## src/rtl/tpanel_seq.sv

```systemverilog
module tpanel_seq #(
  parameter int ADDR_TRITS = 9,
  parameter int DATA_TRITS = 3,
  parameter int DB_CYCLES  = 4
) (
  input  logic                    clk,
  input  logic                    rst_n,
  input  logic [2*ADDR_TRITS-1:0] sw_addr,
  input  logic [2*DATA_TRITS-1:0] sw_data,
  input  logic [1:0]              sw_run,
  input  logic [1:0]              sw_irq,
  input  logic [1:0]              sw_mem,
  input  logic [2*ADDR_TRITS-1:0] cpu_pc,
  output logic                    cpu_run,
  output logic                    pc_load,
  output logic [2*ADDR_TRITS-1:0] pc_load_val,
  output logic [2*ADDR_TRITS-1:0] mem_addr,
  output logic                    mem_wr,
  output logic [2*DATA_TRITS-1:0] mem_wdata,
  input  logic [2*DATA_TRITS-1:0] mem_rdata,
  output logic [2*ADDR_TRITS-1:0] lamp_addr,
  output logic [2*DATA_TRITS-1:0] lamp_data
);
  localparam int AW = 2*ADDR_TRITS;
  localparam int DW = 2*DATA_TRITS;
  localparam int CW = $clog2(DB_CYCLES+1);
  localparam logic [1:0] NEU = 2'b00, UP = 2'b01, DN = 2'b10;
  localparam logic [1:0] M_IDLE = 2'd0, M_WR = 2'd1, M_RD = 2'd2;

  logic [1:0] sw_in [3];
  logic [1:0] db [3];
  logic [1:0] pv [3];

  assign sw_in[0] = sw_run;
  assign sw_in[1] = sw_irq;
  assign sw_in[2] = sw_mem;

  for (genvar g = 0; g < 3; g++) begin : g_deb
    logic [1:0] s0, s1, cand, stab, prev;
    logic [CW-1:0] cnt;
    always_ff @(posedge clk or negedge rst_n) begin
      if (!rst_n) begin
        s0 <= NEU; s1 <= NEU; cand <= NEU; stab <= NEU; prev <= NEU; cnt <= '0;
      end else begin
        s0   <= sw_in[g];
        s1   <= s0;
        prev <= stab;
        if (s1 != cand) begin
          cand <= s1;
          cnt  <= '0;
        end else if (cnt != CW'(DB_CYCLES-1)) begin
          cnt <= cnt + 1'b1;
        end else begin
          stab <= cand;
        end
      end
    end
    assign db[g] = stab;
    assign pv[g] = prev;
  end

  logic running;
  assign running = (db[0] == DN);
  assign cpu_run = running;

  logic ev_irq, ev_ret, ev_wr, ev_rd;
  assign ev_irq = (pv[1] == NEU) && (db[1] == UP);
  assign ev_ret = (pv[1] == NEU) && (db[1] == DN);
  assign ev_wr  = (pv[2] == NEU) && (db[2] == UP) && !running;
  assign ev_rd  = (pv[2] == NEU) && (db[2] == DN) && !running;

  logic [AW-1:0] saved_q, pcv_q, addr_q;
  logic [DW-1:0] wdat_q;
  logic [1:0]    mode_q;
  logic          load_q, wr_q;

  always_ff @(posedge clk or negedge rst_n) begin
    if (!rst_n) begin
      saved_q <= '0; pcv_q <= '0; load_q <= 1'b0;
    end else begin
      load_q <= 1'b0;
      if (ev_irq) begin
        load_q  <= 1'b1;
        pcv_q   <= sw_addr;
        saved_q <= cpu_pc;
      end else if (ev_ret) begin
        load_q <= 1'b1;
        pcv_q  <= saved_q;
      end
    end
  end

  always_ff @(posedge clk or negedge rst_n) begin
    if (!rst_n) begin
      mode_q <= M_IDLE; addr_q <= '0; wdat_q <= '0; wr_q <= 1'b0;
    end else begin
      wr_q <= 1'b0;
      if (ev_wr) begin
        mode_q <= M_WR;
        wr_q   <= 1'b1;
        addr_q <= sw_addr;
        wdat_q <= sw_data;
      end else if (ev_rd) begin
        mode_q <= M_RD;
        addr_q <= sw_addr;
      end else if (db[2] == NEU) begin
        mode_q <= M_IDLE;
      end
    end
  end

  assign pc_load     = load_q;
  assign pc_load_val = pcv_q;
  assign mem_wr      = wr_q;
  assign mem_wdata   = wdat_q;
  assign mem_addr    = (mode_q == M_IDLE) ? cpu_pc : addr_q;
  assign lamp_addr   = mem_addr;
  assign lamp_data   = (mode_q == M_WR) ? wdat_q : mem_rdata;
endmodule

```

## config.mk

```make
export PLATFORM = sky130hd
export DESIGN_NAME = tpanel_seq
export DESIGN_NICKNAME = d
export VERILOG_FILES = /design/src/rtl/tpanel_seq.sv
export SDC_FILE = /design/constraint.sdc
export NUM_CORES = 1
export LEC_CHECK = 0
export ABC_CLOCK_PERIOD_IN_PS = 2300
export BUFFER_PORTS_ARGS = -buffer_cell sky130_fd_sc_hd__buf_2
export CORE_ASPECT_RATIO = 1.4
export CORE_MARGIN = 3
export CORE_UTILIZATION = 45
export CTS_CLUSTER_SIZE = 16
export DETAILED_ROUTE_END_ITERATION = 10
export GPL_TIMING_DRIVEN = 0
export PLACE_DENSITY = 0.68
export SYNTH_ARGS = -nofsm -noshare
export SYNTH_HDL_FRONTEND = slang
export SYNTH_SLANG_ARGS = --single-unit
```

## constraint.sdc

```tcl
create_clock -name clk -period 2.3 [get_ports clk]
set_clock_uncertainty 0.2 [all_clocks]
set_input_delay 0.23 -clock clk [delete_from_list [all_inputs] [get_ports clk]]
set_output_delay 0.23 -clock clk [all_outputs]
set_load 0.02 [all_outputs]
```

* Yosys cells after proc, flatten, opt, wreduce, memory -nomap -nowiden
Index checks and enable logic that the tools add are counted.
Widths: inputs -> output; s select.
** Storage, ports and cells
- Output and inout bits :: 69
- Word-level logic and storage cells :: 83
- Bits in registers :: 101
** Cells by class
- Reductions and logical operators :: 20
- Multiplexer cells :: 18
- Add/subtract/negate cells :: 3
- Equality and inequality tests :: 12
- Bitwise operators :: 6
** Operators with widths (count)
- $mux 18 :: 5
- $mux 3 :: 6
- $reduce_bool 2->1 :: 5
- $add 3x1->3 const B :: 3
- $ne 3x2->1 const B :: 3
- $logic_not 2->1 :: 4
- $eq 2x1->1 const B :: 3
- $eq 2x2->1 const B :: 3
- $logic_and 1x1->1 :: 6
- $mux 2 :: 3
- $mux 6 :: 1
- $ne 2x2->1 :: 3
- $not 1->1 :: 6
- $reduce_and 2->1 :: 3
- $mux 1 :: 3
- $reduce_bool 3->1 :: 1
- $logic_not 1->1 :: 1

* Logic depth before layout (Yosys ltp)
Gate-level depths: netlist of the first run.
- Depth after elaboration :: 5
- Mapped depth :: 6
- Gate-level depth less buffers :: 5

* Worst setup path before layout of the first run
No wires, ideal clock.
- Path kind :: flip-flop to output port
- From :: reg mode_q[0]
- To :: out mem_addr[10]
- Data required time :: 1.870 ns
- Cell stages (with the launch flop) :: 5
- Arrival time :: 1.540 ns
- Slack :: 0.330 ns
- Cell sequence :: dfrtp_1 -> nor2_2 -> buf_2 -> mux2_2 -> buf_4
** On the way
- Word-level cells in the longest chain between the ends :: 2
** RTL lines
- start: declaration :: RTL line 74 : logic [1:0] mode_q;
- start signal: assignment :: RTL line 95 : mode_q <= M_IDLE; addr_q <= '0; wdat_q <= '0; wr_q <= 1'b0;
- start signal: assignment :: RTL line 99 : mode_q <= M_WR;
- start signal: assignment :: RTL line 104 : mode_q <= M_RD;
- $logic_not 2->1 :: RTL line 116 : assign mem_addr = (mode_q == M_IDLE) ? cpu_pc : addr_q;
- $mux 18 :: RTL line 116
- end: declaration :: RTL line 17 : output logic [2*ADDR_TRITS-1:0] mem_addr,
Every way passes these cells.

* Final worst setup path of the first run
- From :: reg mode_q[1]
- To :: out mem_addr[2]
The elaborated chain is that of the path after synthesis.

==> results of run 1 <==
[worst max-delay path, cell delays in order (launching register included)]
cell	delay, ps
dfrtp_1	430
nor2_4	150
buf_4	210
mux2_2	370
buf_4	130
buf_2	150
[worst max path at each step]
stage,start,to,slack [ps],cells after the start
global placement,rst_n,mem_wdata[2],-220,1
global route,mode_q[1],mem_addr[16],20,5
CTS,mode_q[1],mem_addr[2],50,5
floorplan,mode_q[0],mem_addr[10],330,4
detailed placement,mode_q[0],mem_addr[16],-110,5
finish,mode_q[1],mem_addr[2],80,5
[timing repair]
| item | CTS | global route |
|---|---|---|
| pin swaps | 1 | 0 |
| resized for setup | 2 | 2 |
| cloned | 0 | 0 |
| endpoints found under the setup margin | 30 | 3 |
| buffers inserted | 1 | 0 |
| hold endpoints to repair | 113 | 0 |
| hold buffers | 49 | 0 |
[registers in the layout, summed over array words and instances, names as in the netlist]
| signal | cells |
|---|---|
| mem_wdata | 6 |
| g_deb.prev | 4 |
| g_deb.s0 | 6 |
| mode_q | 2 |
| addr_q | 18 |
| saved_q | 18 |
| g_deb.cnt | 9 |
| pc_load | 1 |
| g_deb.cand | 6 |
| g_deb.stab | 6 |
| g_deb.s1 | 6 |
| pc_load_val | 18 |
| mem_wr | 1 |
[routing by layer]
metal  vias up  wire length [microns]
met3        16                    408
met2        86                   4990
met5         -                      0
met4         0                    188
met1      1554                   4030
li1       1538                      -
[cell families after synthesis]
logic type	synth area share
simple gates	0.0408
fa+ha+maj	0.0170
compound gates	0.0813
buf+inv	0.0836
flops	0.572
xor+xnor	0.0215
mux	0.184
[power by group]
group / leakage (nW) / switching (W) / total, W / internal (W)
Combinational: 1.63 / 0.000578 / 0.00109 / 0.000512
Sequential: 1.24 / 0.000183 / 0.00229 / 0.00211
Clock: 0.145 / 0.000611 / 0.00148 / 0.000865
Total: 3.01 / 0.00137 / 0.00486 / 0.00349
[placed cells by master, fill, tap and decap left out, drive strengths merged]
cell,n
a21oi,3
a22oi,18
a2bb2oi,6
a31oi,7
buf,153
bufinv,1
clkbuf,21
clkinv,3
dfrtp,101
dlygate4sd3,49
ha,6
inv,35
mux2,66
mux2i,3
nand2,4
nand2b,1
nand3,8
nand4,1
nor2,14
nor2b,1
nor4b,2
o21ai,19
o311ai,2
or2,1
xnor2,6
xor2,4
[cell type report]
class                      count  area, sq um
fill                         726         3480
clock buffer                  11          243
sequential                   101         2530
multi-input combinational    172         1530
tap                          132          165
timing repair buffer         175         1150
inverter                      35          131
buffer                        37          241
clock inverter                 4         48.8
[through the flow]
| step | instances | util | cell area (sq um) |
|---|---|---|---|
| global placement | 601 | 0.547 | 5200 |
| CTS | 667 | 0.634 | 6030 |
| finish | 667 | 0.634 | 6030 |
| global route | 667 | 0.634 | 6030 |
| floorplan | 345 | - | 4420 |
| detailed placement | 602 | 0.550 | 5230 |
==> run summary, run 1 <==
Post-synth EDFFs - 0
Hold slack final - 146 ps
DIE WIDTH - 89.7 microns
PortBufs - 124
Number of H-tree levels - 3
Initial DRC count - 101
DRC violations left - 0
Crit Path Max Fanout - 8
Power density over the cells - 805 nW/um^2
Die area - 11,100 sq um
Initial Utilization - 0.464
Run status - complete, no violations
Yosys warning count - 0
Synth cell types - 31
Period minus WS final - 2220 ps
Achievable frequency - 0.451 GHz
CTS tree - built
Post-DR vias/cell - 4.79
Final net count - 593
Slew HR - 0.534
Setup violations, final - 0
Post-synth ARST share - 1.00
Met2 usage in global routing - 0.312
Synth area leader - dfrtp_1
Area share of the largest cell type after synthesis - 0.572
Critical path launch point type - flop
DP Worst Slack - -106 ps
Num CTS Buffers - 9
Hold Fails Final Rpt - 0
Routed WL - 9620 microns
CP Data Arrival Time - 1790 ps
Worst vdd ir - 0.000495 V
Layout cells sized above 1 - 0.445
Gr ovfl total - 0
Die Y - 123 microns
Post-synth top cells - dfrtp_1, mux2_2, inv_1, buf_4, a22oi_1
End point of the worst hold path - g_deb[1].s1[0]
Later-pin clock latency in the skew report - 340 ps
Tcrit/Tclk final - 0.964
Critical path class - flop to primary output
Unrepaired setup endpoints after global routing - false
Synth top area cells - dfrtp_1, mux2_2, buf_4
CTS clk-pin slew, worst paths - 60 ps
Vias in the first global route - 3,293
Syn_nets - 407
Aggregate global-route resource usage - 0.176
Syn_area_per_cell - 12.8 sq um
Total Power - 0.00486 W
Leakage - 3.01 nW
Met3 GRT Util - 0.0304
Maxcap violations - 0
First-pass GRT wire length - 15,600 microns
Tightest Pin Transition - 696 ps
WL per Instance - 14.4 microns
N_diodes - 0
CTS root buf - clkbuf_16
Placer Congestion - 0.784
Gate Count Post-Synth - 345
R2r setup slk - 300 ps
GR Layer Usage met1 - 0.213
HPWL after DPL - 6400 microns
I/O Pins - 125
Worst setup margin - 82.8 ps
Ys flop type - dfrtp_1
Total clock sinks - 101
CP endpoint kind - primary output
Hold_sp - g_deb[1].s0[0]
Initial antenna violation count - 0
Crit Reg-Reg Startpoint - g_deb[1].prev[1]
ANT nets after route - 0
Post-synthesis register bit count - 101
Top-count cell post-synth - dfrtp_1
Via count - 3,194
Largest net degree at the start of global routing - 55
Setup TNS Final - 0 ps
Busiest layer in global routing - met2
Worst r2r path cells - 5
CP required - 1870 ps
Max-slew violations - 0
Area Growth Syn to Fin - 36.5%
Hold Path Depth - 0
First-pass iteration count of the detailed router - 4
Row count - 42
Core box area - 9510 sq um
Reg2reg end - pc_load_val[14]
Clock tree buffer depth - 2
Hold WC Path Type - flop to flop
Sequential share of the synthesized area - 0.572
Syn Std Cell Area - 4420 sq um
Note: power is estimated with default switching activity, not from simulation.
==> run 2: changes to the inputs <==
--- a/config.mk
+++ b/config.mk
@@ -7,13 +7,15 @@
 export LEC_CHECK = 0
 export ABC_CLOCK_PERIOD_IN_PS = 2300
 export BUFFER_PORTS_ARGS = -buffer_cell sky130_fd_sc_hd__buf_2
+export CELL_PAD_IN_SITES_DETAIL_PLACEMENT = 1
+export CELL_PAD_IN_SITES_GLOBAL_PLACEMENT = 2
 export CORE_ASPECT_RATIO = 1.4
 export CORE_MARGIN = 3
-export CORE_UTILIZATION = 45
+export CORE_UTILIZATION = 34
 export CTS_CLUSTER_SIZE = 16
 export DETAILED_ROUTE_END_ITERATION = 10
 export GPL_TIMING_DRIVEN = 0
-export PLACE_DENSITY = 0.68
+export PLACE_DENSITY = 0.77
 export SYNTH_ARGS = -nofsm -noshare
 export SYNTH_HDL_FRONTEND = slang
 export SYNTH_SLANG_ARGS = --single-unit
==> run 2 against run 1 <==
Compared with the run above:
- sequential share of layout area down 0.27 points
- utilization shrank 15 points
- cell count up 3.0%
- global-route usage down 0.95 points
- clock power is 3% higher
- die area increased by 30%
- worst setup slack got worse by 11 ps
- hold slack better by 2.4 ps
- wire length increased by 22%
- largest power group unchanged
==> run summary, run 2 (synthesis results as in run 1) <==
Critical path launch point type - flop
R2r setup slk - 320 ps (+20 ps)
Run status - complete, no violations
Achievable frequency - 0.449 GHz (-0.48%)
Gr ovfl total - 0 (unchanged)
Layout cells sized above 1 - 0.440 (-0.00456)
Tightest Pin Transition - 668 ps (-27.5 ps)
Post-DR vias/cell - 4.81 (+0.37%)
Die area - 14,400 sq um (+30%)
Reg power frac - 0.465 (-0.007)
Power density over the cells - 813 nW/um^2 (+0.97%)
CTS clk-pin slew, worst paths - 70 ps (about the same)
CP required - 1870 ps (about the same)
Period minus WS final - 2230 ps (+10.7 ps)
Hold slack final - 148 ps (+2.39 ps)
Placer Congestion - 0.767 (-2.2%)
Clock power share - 0.308 (+0.004)
Setup violations, final - 0 (unchanged)
Hold Fails Final Rpt - 0 (unchanged)
Initial Utilization - 0.354 (-0.111)
Total clock sinks - 101 (unchanged)
Area Growth Syn to Fin - 37.4%
Switching share of total power - 0.292 (+0.00938)
Slew HR - 0.553 (+0.0184)
PortBufs - 124 (unchanged)
Initial DRC count - 74 (-27%)
Core box area - 12,500 sq um (+31%)
Initial antenna violation count - 0 (unchanged)
Hold WC Path Type - flop to flop
Critical path class - flop to primary output
HPWL after DPL - 8040 microns (+26%)
Post-DP Area - 5260 sq um (+0.43%)
CP endpoint kind - primary output
Comb power frac - 0.226 (+0.002)
Tcrit/Tclk final - 0.969 (+0.00466)
Clock tree buffer depth - 2 (unchanged)
Internal power - 0.00350 W (+0.29%)
Num CTS Buffers - 9 (unchanged)
Final net count - 593 (unchanged)
Critical Path Start - mode_q[0]
I/O Pins - 125 (unchanged)
# placed instances - 620 (+3.0%)
WL per Instance - 17.0 microns (+18%)
Routed WL - 11,700 microns (+22%)
Largest net degree at the start of global routing - 55 (unchanged)
Hold_sp - g_deb[2].s0[1]
Via count - 3,302 (+3.4%)
Max-slew violations - 0 (unchanged)
Number of H-tree levels - 3 (unchanged)
Later-pin clock latency in the skew report - 340 ps (about the same)
NetSw - 0.00144 W (+5.0%)
Commonest non-fill, non-tap cell in the layout - buf_2
First-pass iteration count of the detailed router - 4 (unchanged)
DRC violations left - 0 (unchanged)
Worst vdd ir - 0.000361 V (-27%)
Crit Reg-Reg Startpoint - g_deb[1].prev[1]
Layout Utilization - 0.486 (-0.148)
Row count - 48 (+14%)
# fillers - 1,367 (+88%)
Leakage - 3.00 nW (-0.25%)
Unrepaired setup endpoints after global routing - true
Vias in the first global route - 3,705 (+13%)
Maxcap violations - 0 (unchanged)
CTS root buf - clkbuf_16
Commonest cells after routing, fill and taps aside - buf_2, dfrtp_1, mux2_2, dlygate4sd3_1, inv_1
Total Power - 0.00494 W (+1.6%)
Final design area excluding fillers - 6070 sq um (+0.64%)
First-pass GRT wire length - 18,700 microns (+20%)
DIE WIDTH - 102 microns (+14%)
CTS tree - built
Die Y - 141 microns (+14%)
Crit Path Max Fanout - 8 (unchanged)
ANT nets after route - 0 (unchanged)
Aggregate global-route resource usage - 0.167 (-0.00947)
Final cell count without fillers - 687 (+3.0%)
CP Data Arrival Time - 1800 ps (about the same)
-- run 2: metal layers --
| layer | up-vias | part of all wire | GRT usage | wire length, microns |
|---|---|---|---|---|
| met5 | - | 0 | 0 | 0 |
| met4 | 0 | 0.019 | 0.0663 | 218 |
| met3 | 15 | 0.043 | 0.0307 | 504 |
| li1 | 1532 | - | - | - |
| met1 | 1663 | 0.39 | 0.189 | 4570 |
| met2 | 92 | 0.55 | 0.303 | 6420 |
-- run 2: worst max-delay path: stages (launching register included) --
cell	delay, ps
dfrtp_1	430
nor2_4	180
buf_6	170
mux2_2	380
buf_4	140
buf_2	150
-- run 2: cell type report --
class	count	area, sq um	area share
clock inverters	3	45.0	0.00742
clock buffers	13	250	0.0412
multi-input cells	172	1530	0.251
repair buffers	175	1150	0.190
inverters	35	131	0.0216
flip-flops and latches	101	2530	0.416
well taps	150	188	0.0309
diodes	1	2.50	0.000412
plain buffers	37	248	0.0408
-- run 2: worst paths after layout --
path                                   end  depth (start not counted)
hold / removal              g_deb[2].s1[1]                          0
setup reg to reg           pc_load_val[17]                          5
setup / recovery              mem_addr[15]                          5
min in group asynchronous       addr_q[11]                          2
hold reg to reg             g_deb[2].s1[1]                          0
max in group asynchronous   g_deb[0].s1[1]                          3
-- run 2: metrics by stage --
step | worst slack (ps) | TNS [ps]
6_report | 72.0 | 0
5_1_grt | -13.6 | -37.5
4_1_cts | 13.0 | 0
3_5_place_dp | -130 | -1070
3_3_place_gp | -304 | -31100
2_1_floorplan | 330 | 0
-- run 2: power by group through the flow --
| stage | clock network [W] | registers (W) | logic, W |
|---|---|---|---|
| 2_1_floorplan | 0 | 0.00249 | 0.000454 |
| 3_3_place_gp | 0 | 0.00231 | 0.00101 |
| 3_5_place_dp | 0 | 0.00233 | 0.00106 |
| 4_1_cts | 0.00156 | 0.00230 | 0.00113 |
| 5_1_grt | 0.00163 | 0.00234 | 0.00121 |
| 6_report | 0.00152 | 0.00230 | 0.00112 |
-- run 2: timing repair --
item / CTS / global route
pin swaps: 1 / 1
resized for setup: 2 / 3
cloned: 0 / 0
hold buffers: 49 / 0
hold endpoints to repair: 113 / 0
endpoints found under the setup margin: 33 / 18
setup buffers: 1 / 0
==> run 3: changes to the inputs <==
--- a/config.mk
+++ b/config.mk
@@ -5,17 +5,18 @@
 export SDC_FILE = /design/constraint.sdc
 export NUM_CORES = 1
 export LEC_CHECK = 0
+export ABC_AREA = 1
 export ABC_CLOCK_PERIOD_IN_PS = 2300
 export BUFFER_PORTS_ARGS = -buffer_cell sky130_fd_sc_hd__buf_2
 export CELL_PAD_IN_SITES_DETAIL_PLACEMENT = 1
 export CELL_PAD_IN_SITES_GLOBAL_PLACEMENT = 2
 export CORE_ASPECT_RATIO = 1.4
 export CORE_MARGIN = 3
-export CORE_UTILIZATION = 34
+export CORE_UTILIZATION = 31
 export CTS_CLUSTER_SIZE = 16
 export DETAILED_ROUTE_END_ITERATION = 10
 export GPL_TIMING_DRIVEN = 0
-export PLACE_DENSITY = 0.77
+export PLACE_DENSITY = 0.76
 export SYNTH_ARGS = -nofsm -noshare
 export SYNTH_HDL_FRONTEND = slang
 export SYNTH_SLANG_ARGS = --single-unit
==> run 3 against run 2 <==
Compared with the run above:
- die area is 12% higher
- combinational power is 140% higher
- critical path depth is 1 higher
- utilization is 4.2 points lower
- flip-flop and latch count stayed put
- sequential share of layout area is 1.4 points lower
- wire length is 13% higher
- final area is 3.5% higher
- largest power group is now combinational cells
==> run summary, run 3 <==
Switching share of total power - 0.382 (+0.0909)
CP required - 1870 ps (about the same)
Initial antenna violation count - 0 (unchanged)
Max-slew violations - 0 (unchanged)
ANT nets after route - 0 (unchanged)
Internal power - 0.00431 W (+23%)
Gate Count Post-Synth - 474 (+37%)
Post-synth ARST share - 1.00 (unchanged)
Post-DR vias/cell - 4.56 (-5.2%)
Post-synthesis register bit count - 101 (unchanged)
Comb power frac - 0.393 (+0.167)
CP endpoint kind - primary output
I/O Pins - 125 (unchanged)
Worst setup margin - 135 ps (+62.9 ps)
Leakage - 3.25 nW (+8.2%)
Worst r2r path cells - 5 (unchanged)
Area share of the largest cell type after synthesis - 0.556 (-0.0162)
Final cell count without fillers - 853 (+24%)
DRC violations left - 0 (unchanged)
Hold Fails Final Rpt - 0 (unchanged)
Layout Utilization - 0.443 (-0.0425)
CTS clk-pin slew, worst paths - 70 ps (about the same)
Critical Path Start - mode_q[0]
Later-pin clock latency in the skew report - 350 ps (about the same)
Critical path launch point type - flop
Hold WC Path Type - flop to flop
Synth cell types - 25 (-19%)
Critical path class - flop to primary output
Run status - complete, no violations
Aggregate global-route resource usage - 0.174 (+0.00754)
Unrepaired setup endpoints after global routing - false
Crit Path Max Fanout - 10 (+2)
Gr ovfl total - 0 (unchanged)
Number of H-tree levels - 3 (unchanged)
Critical Path End - mem_addr[14]
Final net count - 724 (+22%)
Routed WL - 13,300 microns (+13%)
Hold slack final - 152 ps (+3.46 ps)
Syn Std Cell Area - 4550 sq um (+2.9%)
Achievable frequency - 0.462 GHz (+2.9%)
Yosys warning count - 0 (unchanged)
Setup violations, final - 0 (unchanged)
Total Power - 0.00697 W (+41%)
Reg power frac - 0.383 (-0.082)
Power density over the cells - 1110 nW/um^2 (+37%)
DIE WIDTH - 108 microns (+5.9%)
Tightest Pin Transition - 577 ps (-91.2 ps)
Ys flop type - dfrtp_1
# placed instances - 784 (+26%)
Post-synth top cells - nand2_1, dfrtp_1, nand3_1, inv_1, o21ai_0
Largest net degree at the start of global routing - 60 (+9.1%)
Syn_nets - 536 (+32%)
Maxcap violations - 0 (unchanged)
Sequential share of the synthesized area - 0.556 (-0.0162)
HPWL after DPL - 9440 microns (+17%)
First-pass iteration count of the detailed router - 4 (unchanged)
WL per Instance - 15.6 microns (-8.6%)
Layout cells sized above 1 - 0.321 (-0.119)
Period minus WS final - 2170 ps (-62.9 ps)
Placer Congestion - 0.779 (+1.6%)
Clock power share - 0.224 (-0.084)
Area Growth Syn to Fin - 38.2%
Row count - 51 (+6.3%)
DP Worst Slack - 68.5 ps (+198 ps)
Tcrit/Tclk final - 0.941 (-0.0273)
Syn_area_per_cell - 9.59 sq um (-25%)
Core box area - 14,200 sq um (+13%)
Post-synth EDFFs - 0 (unchanged)
Total clock sinks - 101 (unchanged)
PortBufs - 124 (unchanged)
Via count - 3,887 (+18%)
NetSw - 0.00267 W (+85%)
Commonest cells after routing, fill and taps aside - buf_2, nand2_1, dfrtp_1, dlygate4sd3_1, nand3_1
Initial DRC count - 131 (+77%)
Synth area leader - dfrtp_1
R2r setup slk - 680 ps (+360 ps)
First-pass GRT wire length - 21,800 microns (+17%)
Die area - 16,200 sq um (+12%)
CTS tree - built
Num CTS Buffers - 9 (unchanged)
Vias in the first global route - 4,383 (+18%)
Worst vdd ir - 0.000500 V (+38%)
Commonest non-fill, non-tap cell in the layout - buf_2
Synth top area cells - dfrtp_1, nand2_1, nand3_1
CP Data Arrival Time - 1740 ps (-60 ps)
Crit Reg-Reg Startpoint - g_deb[1].stab[1]
Die Y - 149 microns (+6.0%)
Reg2reg end - pc_load_val[17]
Slew HR - 0.615 (+0.0627)
Top-count cell post-synth - nand2_1
CTS root buf - clkbuf_16
Initial Utilization - 0.321 (-0.0327)
Clock tree buffer depth - 2 (unchanged)
## run 3: area by class of cell
type | instances | area [sq um]
clock inverters | 5 | 57.6
multi-input cells | 280 | 1560
repair buffers | 177 | 1180
inverters | 46 | 173
fillers | 1696 | 7890
diodes | 1 | 2.50
flip-flops and latches | 101 | 2530
plain buffers | 47 | 313
clock buffers | 11 | 243
well taps | 185 | 231
## run 3: power groups by stage
stage	clock network (W)	registers, W	logic (W)
2_1_floorplan	0	0.00291	0.00150
3_3_place_gp	0	0.00268	0.00258
3_5_place_dp	0	0.00271	0.00264
4_1_cts	0.00161	0.00268	0.00273
5_1_grt	0.00170	0.00275	0.00306
6_report	0.00156	0.00267	0.00274
## run 3: metal layers
layer,wire [microns],part of all wire,track usage
met1,5410,0.41,0.201
met2,7080,0.53,0.319
met3,581,0.044,0.0420
met4,201,0.015,0.0493
met5,0,0,0
## run 3: through the flow
stage               instance area, sq um  TNS [ps]
detailed placement                  5430         0
finish                              6280         0
global placement                    5400    -33720
CTS                                 6230         0
floorplan                           4550         0
global route                        6280         0
## run 3: cell families after synthesis
| group | count (synthesis) | synth area share |
|---|---|---|
| and+or+nand+nor | 198 | 0.203 |
| buffers and inverters | 93 | 0.102 |
| AOI/OAI and AO/OA | 58 | 0.0837 |
| DFF | 101 | 0.556 |
| adders and majority gates | 6 | 0.0165 |
| xor gates and xnor gates | 9 | 0.0173 |
| muxes | 9 | 0.0215 |
## run 3: how the worst min path moves through the flow
stage | start | endpoint | slack, ps | cells past startpoint
4_1_cts | g_deb[1].s0[1] | g_deb[1].s1[1] | 150 | 0
3_5_place_dp | rst_n | pc_load_val[5] | 70 | 1
5_1_grt | g_deb[1].s0[1] | g_deb[1].s1[1] | 160 | 0
2_1_floorplan | rst_n | addr_q[0] | -270 | 0
3_3_place_gp | g_deb[2].s0[0] | g_deb[2].s1[0] | 130 | 0
6_report | g_deb[1].s0[0] | g_deb[1].s1[0] | 150 | 0
## run 3: critical path, cell delays in order, from the launching register on
cell and delay [ps]:
dfrtp_1 410, nor2_4 50, buf_12 140, buf_4 170, o21ai_0 290, buf_4 170, buf_2 160
## run 3: repair_timing
item	CTS	global route
hold buffers	49	0
gates cloned	0	0
hold endpoints to repair	108	0
gates resized for setup	4	7
pin swaps	0	1
setup buffers	0	3
endpoints found under the setup margin	36	21
